**config.mk**
```make
export PLATFORM = sky130hd
export DESIGN_NAME = intc32
export DESIGN_NICKNAME = d
export VERILOG_FILES = /design/src/rtl/intc_pkg.sv /design/src/rtl/intc_sync.sv /design/src/rtl/intc_capture.sv /design/src/rtl/intc_regs.sv /design/src/rtl/intc_route.sv /design/src/rtl/intc32.sv
export SDC_FILE = /design/constraint.sdc
export NUM_CORES = 1
export LEC_CHECK = 0
export BUFFER_PORTS_ARGS = -buffer_cell sky130_fd_sc_hd__buf_4
export CAP_MARGIN = 10
export CORE_AREA = 2 2 182 184
export CTS_CLUSTER_SIZE = 20
export DETAILED_ROUTE_END_ITERATION = 7
export DIE_AREA = 0 0 184 186
export PLACE_DENSITY_LB_ADDON = 0.15
export REMOVE_ABC_BUFFERS = 1
export SLEW_MARGIN = 20
export SYNTH_ARGS = -nofsm -noshare
export SYNTH_HDL_FRONTEND = slang
export SYNTH_SLANG_ARGS = --single-unit
```
**constraint.sdc**
```tcl
create_clock -name clk -period 6.1 [get_ports clk]
set_input_delay 1.22 -clock clk [delete_from_list [all_inputs] [get_ports clk]]
set_output_delay 1.22 -clock clk [all_outputs]
set_load 0.1 [all_outputs]
```
**src/rtl/intc_pkg.sv**
```systemverilog
package intc_pkg;
  localparam int unsigned SRC_N  = 32;
  localparam int unsigned ADDR_W = 4;

  typedef enum logic [3:0] {
    OFS_STAT  = 4'h0,
    OFS_EN    = 4'h2,
    OFS_CRIT  = 4'h3,
    OFS_POL   = 4'h4,
    OFS_TRIG  = 4'h5,
    OFS_MSTAT = 4'h6
  } ofs_e;
endpackage

```
**src/rtl/intc_sync.sv**
```systemverilog
module intc_sync #(
  parameter int N      = 32,
  parameter int STAGES = 2
) (
  input  logic         clk,
  input  logic         rst_n,
  input  logic [N-1:0] d,
  output logic [N-1:0] q
);
  logic [N-1:0] chain [STAGES];

  generate
    for (genvar st = 0; st < STAGES; st++) begin : g_stage
      always_ff @(posedge clk or negedge rst_n) begin
        if (!rst_n) chain[st] <= '0;
        else if (st == 0) chain[st] <= d;
        else chain[st] <= chain[(st == 0) ? 0 : st-1];
      end
    end
  endgenerate

  assign q = chain[STAGES-1];
endmodule

```
**src/rtl/intc_capture.sv**
```systemverilog
module intc_capture #(
  parameter int N = 32
) (
  input  logic         clk,
  input  logic         rst_n,
  input  logic [N-1:0] s,
  input  logic [N-1:0] pol,
  input  logic [N-1:0] trig,
  input  logic [N-1:0] clr,
  output logic [N-1:0] stat,
  output logic [N-1:0] act,
  output logic [N-1:0] edge_ev
);
  logic [N-1:0] s_prev;
  logic [N-1:0] act_prev;

  function automatic logic [N-1:0] active_of(input logic [N-1:0] v, input logic [N-1:0] p);
    return ~(v ^ p);
  endfunction

  always_ff @(posedge clk or negedge rst_n) begin
    if (!rst_n) s_prev <= '0;
    else s_prev <= s;
  end

  assign act      = active_of(s, pol);
  assign act_prev = active_of(s_prev, pol);
  assign edge_ev  = act & ~act_prev;

  generate
    for (genvar i = 0; i < N; i++) begin : g_bit
      always_ff @(posedge clk or negedge rst_n) begin
        if (!rst_n) stat[i] <= 1'b0;
        else if (trig[i]) stat[i] <= (stat[i] & ~clr[i]) | edge_ev[i];
        else stat[i] <= act[i];
      end
    end
  endgenerate
endmodule

```
**src/rtl/intc_regs.sv**
```systemverilog
module intc_regs
  import intc_pkg::*;
#(
  parameter int N  = 32,
  parameter int AW = 4
) (
  input  logic          clk,
  input  logic          rst_n,
  input  logic [AW-1:0] addr,
  input  logic          we,
  input  logic [N-1:0]  wdata,
  input  logic [N-1:0]  stat,
  input  logic [N-1:0]  masked,
  output logic [N-1:0]  en,
  output logic [N-1:0]  crit,
  output logic [N-1:0]  pol,
  output logic [N-1:0]  trig,
  output logic [N-1:0]  clr,
  output logic [N-1:0]  rdata
);
  function automatic logic hit(input logic [AW-1:0] a, input ofs_e o);
    return a == AW'(o);
  endfunction

  assign clr = (we && hit(addr, OFS_STAT)) ? wdata : '0;

  always_ff @(posedge clk or negedge rst_n) begin
    if (!rst_n) begin
      en   <= '0;
      crit <= '0;
      pol  <= '1;
      trig <= '0;
    end else if (we) begin
      if (hit(addr, OFS_EN))   en   <= wdata;
      if (hit(addr, OFS_CRIT)) crit <= wdata;
      if (hit(addr, OFS_POL))  pol  <= wdata;
      if (hit(addr, OFS_TRIG)) trig <= wdata;
    end
  end

  always_comb begin
    rdata = '0;
    if (hit(addr, OFS_STAT))  rdata = stat;
    if (hit(addr, OFS_EN))    rdata = en;
    if (hit(addr, OFS_CRIT))  rdata = crit;
    if (hit(addr, OFS_POL))   rdata = pol;
    if (hit(addr, OFS_TRIG))  rdata = trig;
    if (hit(addr, OFS_MSTAT)) rdata = masked;
  end
endmodule

```
**src/rtl/intc_route.sv**
```systemverilog
module intc_route #(
  parameter int N  = 32,
  parameter int IW = 5
) (
  input  logic          clk,
  input  logic          rst_n,
  input  logic [N-1:0]  stat,
  input  logic [N-1:0]  en,
  input  logic [N-1:0]  crit,
  output logic [N-1:0]  masked,
  output logic          irq_noncrit,
  output logic          irq_crit,
  output logic          pend_valid,
  output logic [IW-1:0] pend_idx
);
  function automatic logic [IW:0] top_source(input logic [N-1:0] m);
    logic [IW:0] r;
    r = '0;
    for (int i = N-1; i >= 0; i--) begin
      if (m[i]) r = {1'b1, IW'(N-1-i)};
    end
    return r;
  endfunction

  logic [IW:0] pick;

  assign masked     = stat & en;
  assign pick       = top_source(masked);
  assign pend_valid = pick[IW];
  assign pend_idx   = pick[IW-1:0];

  always_ff @(posedge clk or negedge rst_n) begin
    if (!rst_n) begin
      irq_noncrit <= 1'b0;
      irq_crit    <= 1'b0;
    end else begin
      irq_noncrit <= |(masked & ~crit);
      irq_crit    <= |(masked & crit);
    end
  end
endmodule

```
**src/rtl/intc32.sv**
```systemverilog
module intc32
  import intc_pkg::*;
#(
  parameter int SRC_N_P     = SRC_N,
  parameter int ADDR_W_P    = ADDR_W,
  parameter int SYNC_STAGES = 2,
  parameter int IDX_W       = $clog2(SRC_N_P)
) (
  input  logic                clk,
  input  logic                rst_n,
  input  logic [SRC_N_P-1:0]  src_in,
  input  logic [ADDR_W_P-1:0] reg_addr,
  input  logic                reg_we,
  input  logic [SRC_N_P-1:0]  reg_wdata,
  output logic [SRC_N_P-1:0]  reg_rdata,
  output logic                irq_noncrit,
  output logic                irq_crit,
  output logic                pend_valid,
  output logic [IDX_W-1:0]    pend_idx
);
  logic [SRC_N_P-1:0] src_bits;
  logic [SRC_N_P-1:0] sync_bits;
  logic [SRC_N_P-1:0] stat, lvl_act, edge_ev;
  logic [SRC_N_P-1:0] en, crit, pol, trig, clr_mask, masked;

  generate
    for (genvar n = 0; n < SRC_N_P; n++) begin : g_map
      assign src_bits[SRC_N_P-1-n] = src_in[n];
    end
  endgenerate

  intc_sync #(.N(SRC_N_P), .STAGES(SYNC_STAGES)) u_sync (
    .clk(clk), .rst_n(rst_n), .d(src_bits), .q(sync_bits)
  );

  intc_capture #(.N(SRC_N_P)) u_capture (
    .clk(clk), .rst_n(rst_n), .s(sync_bits), .pol(pol), .trig(trig),
    .clr(clr_mask), .stat(stat), .act(lvl_act), .edge_ev(edge_ev)
  );

  intc_regs #(.N(SRC_N_P), .AW(ADDR_W_P)) u_regs (
    .clk(clk), .rst_n(rst_n), .addr(reg_addr), .we(reg_we), .wdata(reg_wdata),
    .stat(stat), .masked(masked), .en(en), .crit(crit), .pol(pol),
    .trig(trig), .clr(clr_mask), .rdata(reg_rdata)
  );

  intc_route #(.N(SRC_N_P), .IW(IDX_W)) u_route (
    .clk(clk), .rst_n(rst_n), .stat(stat), .en(en), .crit(crit),
    .masked(masked), .irq_noncrit(irq_noncrit), .irq_crit(irq_crit),
    .pend_valid(pend_valid), .pend_idx(pend_idx)
  );
endmodule

```
==> impl_metrics.toml <==
[routing]
routedWlPerCell_um = 21.1
dr_total_vias = 8247
drcViolationCount = 0
drtAntennaViolNets = 0
drt_iter0_markers = 575
routed_via_density = 5.54
drt_wl_total_um = 31400
first_pass_iters = 5

[yosys]
synth_flop_cell = "dfrtp_1"
yosysUniqueCellTypes = 48
synth-seq-cells = 258
seq_area_frac_synth_pct = 58.5
netlist_instances = 939
syn_avg_cell_area_um2 = 11.8
synth_area_leader_cell = "dfrtp_1"
synth_area_leaders = "dfrtp_1 (51%), mux2_2 (13%), dfstp_2 (7.6%)"
synthArstFlopShare_pct = 100
yosys_warnings = 0
synth_edf_count = 0
synth_top_cell_area_share_pct = 50.9
netlist_area_mm2 = 0.0111

[clock_tree]
clkTransAtPathRegs_ps = 60
h-tree-depth = 1
postCtsHoldBufs = 0
cts_setup_buffers = 0
root_buffer = "clkbuf_16"
post_cts_resized = 0
cts_tree = "done"
clk_latency_ps = 550
cts.path.max_buffers = 3
cts_inserted_buffers = 29
cts_sinks = 258

[sta]
hold_viol = 0
tightest_slew_ps = 965
clock.fmax_ghz = 0.214
rsz0062_at_grt = "no"
setup_viol = 0
skew_ps = 8.65
fin_crit_sh_pct = 76.5
final.min_clock_period_ps = 4670
setup_tns_ps = 0
slew_headroom_pct = 35.5
final_max_slew_viol_count = 0

[floorplan]
die_h_um = 186
rows = 66
pin_count = 111
core_mm2 = 0.0322
die_x_um = 184
dieArea_mm2 = 0.0342
initial_core_util_pct = 34.5

[power_and_ir_drop]
irDropWorstVdd_v = 0.000259
p_leak_nw = 5.68
p_switching_mw = 1.95
clockPowerShare_pct = 32.2
switching_share_pct = 34.9
power_density_mw_per_mm2 = 416
power_frac_seq_pct = 44.4
p_int_mw = 3.65
p_comb_share_pct = 23.4

[worst_setup_path]
reg2reg_slack_ps = 4420
critPathKind = "in2out"
crit_fanout = 17
crit_top_cell = "buf_4"
critPathCaptureType = "output pin"
worstReg2RegEnd = "u_route.irq_noncrit"
crit_path_max_incr_delay_ps = 710
rr_startpoint = "u_regs.en[16]"
start_kind = "input pin"
cpMaxStageDelayCell = "nor2_2"
rr_worst_depth = 5
cp.required_ps = 4880
cp.arrival_ps = 3450
path_delay_family = "simple AND/OR/NAND/NOR gates"
path_buf_inv = 3
path_cells = "buf_4 > nand2b_1 > nor2_2 > buf_4 > a21oi_1 > o211ai_1 > buf_4"

[finish]
final_common_cell = "dfrtp_1"
layout.nets = 1129
area_growth_pct = 21.2
n_fill_cell = 3056
stdcell_area_mm2 = 0.0135
mostFrequentLayoutCells = "dfrtp_1 (226), mux2_2 (126), buf_4 (120)"
drive_above_1_share_pct = 31.7
diodes = 0

[place]
hpwl_um = 21200
gp_congestion = 0.875
placed_cell_area_mm2 = 0.0125
numPortBuffers = 110

[min_path]
min_path_type = "reg2reg"
whs_path_depth = 0
hold_path_end = "u_sync.q[16]"
worstHoldStart = "u_sync.chain[48]"

[global_route]
grt_max_degree = 142
track_usage_pct = 18.7
grt_remaining_overflow = 0
grt_antenna_before_repair = 0
grt_pass1_wl_um = 49500
grt_pass1_vias = 8305

[status]
status = "complete, no violations"

[job]
maxCapViolations = 0
==> synthesized netlist by cell type, types with 5 or more instances <==
master    number
inv_1         29
dfrtp_1      226
nor2b_1       32
a32oi_1        5
buf_1         12
a22oi_1       64
clkbuf_1      19
nand4_1       12
mux2_2       126
o211ai_1      29
o311ai_1      28
nand2_1      114
dfstp_2       32
o22ai_1        8
a21oi_1       31
nand3_1      106
==> cells by family after synthesis <==
group | Yosys count | share of synthesized area, %
DFF | 258 | 58.5
buffers and inverters | 63 | 2.16
AOI/OAI and AO/OA | 202 | 13.6
and+or+nand+nor | 288 | 12.8
muxes | 128 | 13.0
==> state kept, by name, summed over array words and instances, names as in the netlist <==
signal / cells
u_sync.chain: 32
u_sync.q: 32
u_regs.crit: 32
u_regs.pol: 32
u_capture.s_prev: 32
u_capture.stat: 32
u_route.irq_crit: 1
u_regs.en: 32
u_route.irq_noncrit: 1
u_regs.trig: 32
==> worst max-delay path by stage <==
stage / startpoint / end / slack, ps / depth (start not counted)
final: reg_addr[3] / reg_rdata[22] / 1430 / 7
after global placement: reg_addr[3] / reg_rdata[17] / 1530 / 7
after global routing: reg_addr[3] / reg_rdata[22] / 1250 / 7
after floorplan: reg_addr[0] / reg_rdata[0] / 610 / 3
after CTS: reg_addr[3] / reg_rdata[17] / 1450 / 7
after detailed placement: reg_addr[3] / reg_rdata[17] / 1470 / 7
==> final cells by class <==
type	count	area, µm²	area share [%]
well taps	408	510	3.79
clock inverters	9	98.8	0.734
inverters	29	109	0.808
flip-flops and latches	258	6500	48.2
multi-input cells	618	4410	32.7
repair buffers	122	936	6.95
clock buffers	45	906	6.73
==> worst reg2reg max path, cell delays in order, from the launching register on <==
cell and delay (ps):
dfrtp_1 440, nand2_1 200, o22a_1 190, o221ai_1 180, nor3_1 280, nand4_1 210
==> power by group through the flow <==
stage / combinational (mW) / sequential [mW] / clock, mW
floorplan: 0.969 / 2.37 / 0
global placement: 1.30 / 2.51 / 0
detailed placement: 1.32 / 2.51 / 0
CTS: 1.32 / 2.48 / 1.85
global route: 1.42 / 2.54 / 1.93
finish: 1.31 / 2.49 / 1.80
==> per-layer routing <==
metal | vias up | routed length, µm | global-route usage [%]
met4 | 0 | 450 | 3.84
met5 | - | 0 | 0
met3 | 34 | 1880 | 3.42
met1 | 4214 | 14500 | 26.5
li1 | 3767 | - | -
met2 | 232 | 14600 | 29.9
==> stage by stage <==
stage / power (mW) / setup slack (ps) / util, % / std cells / hold slack, ps
floorplan: 3.34 / 608 / - / 905 / 331
global placement: 3.81 / 1530 / 38.7 / 1435 / 332
detailed placement: 3.83 / 1470 / 38.7 / 1435 / 335
CTS: 5.66 / 1450 / 41.8 / 1489 / 348
global route: 5.90 / 1250 / 41.8 / 1489 / 355
finish: 5.60 / 1430 / 41.8 / 1489 / 346
No activity file was read; power rests on OpenSTA's default activity.
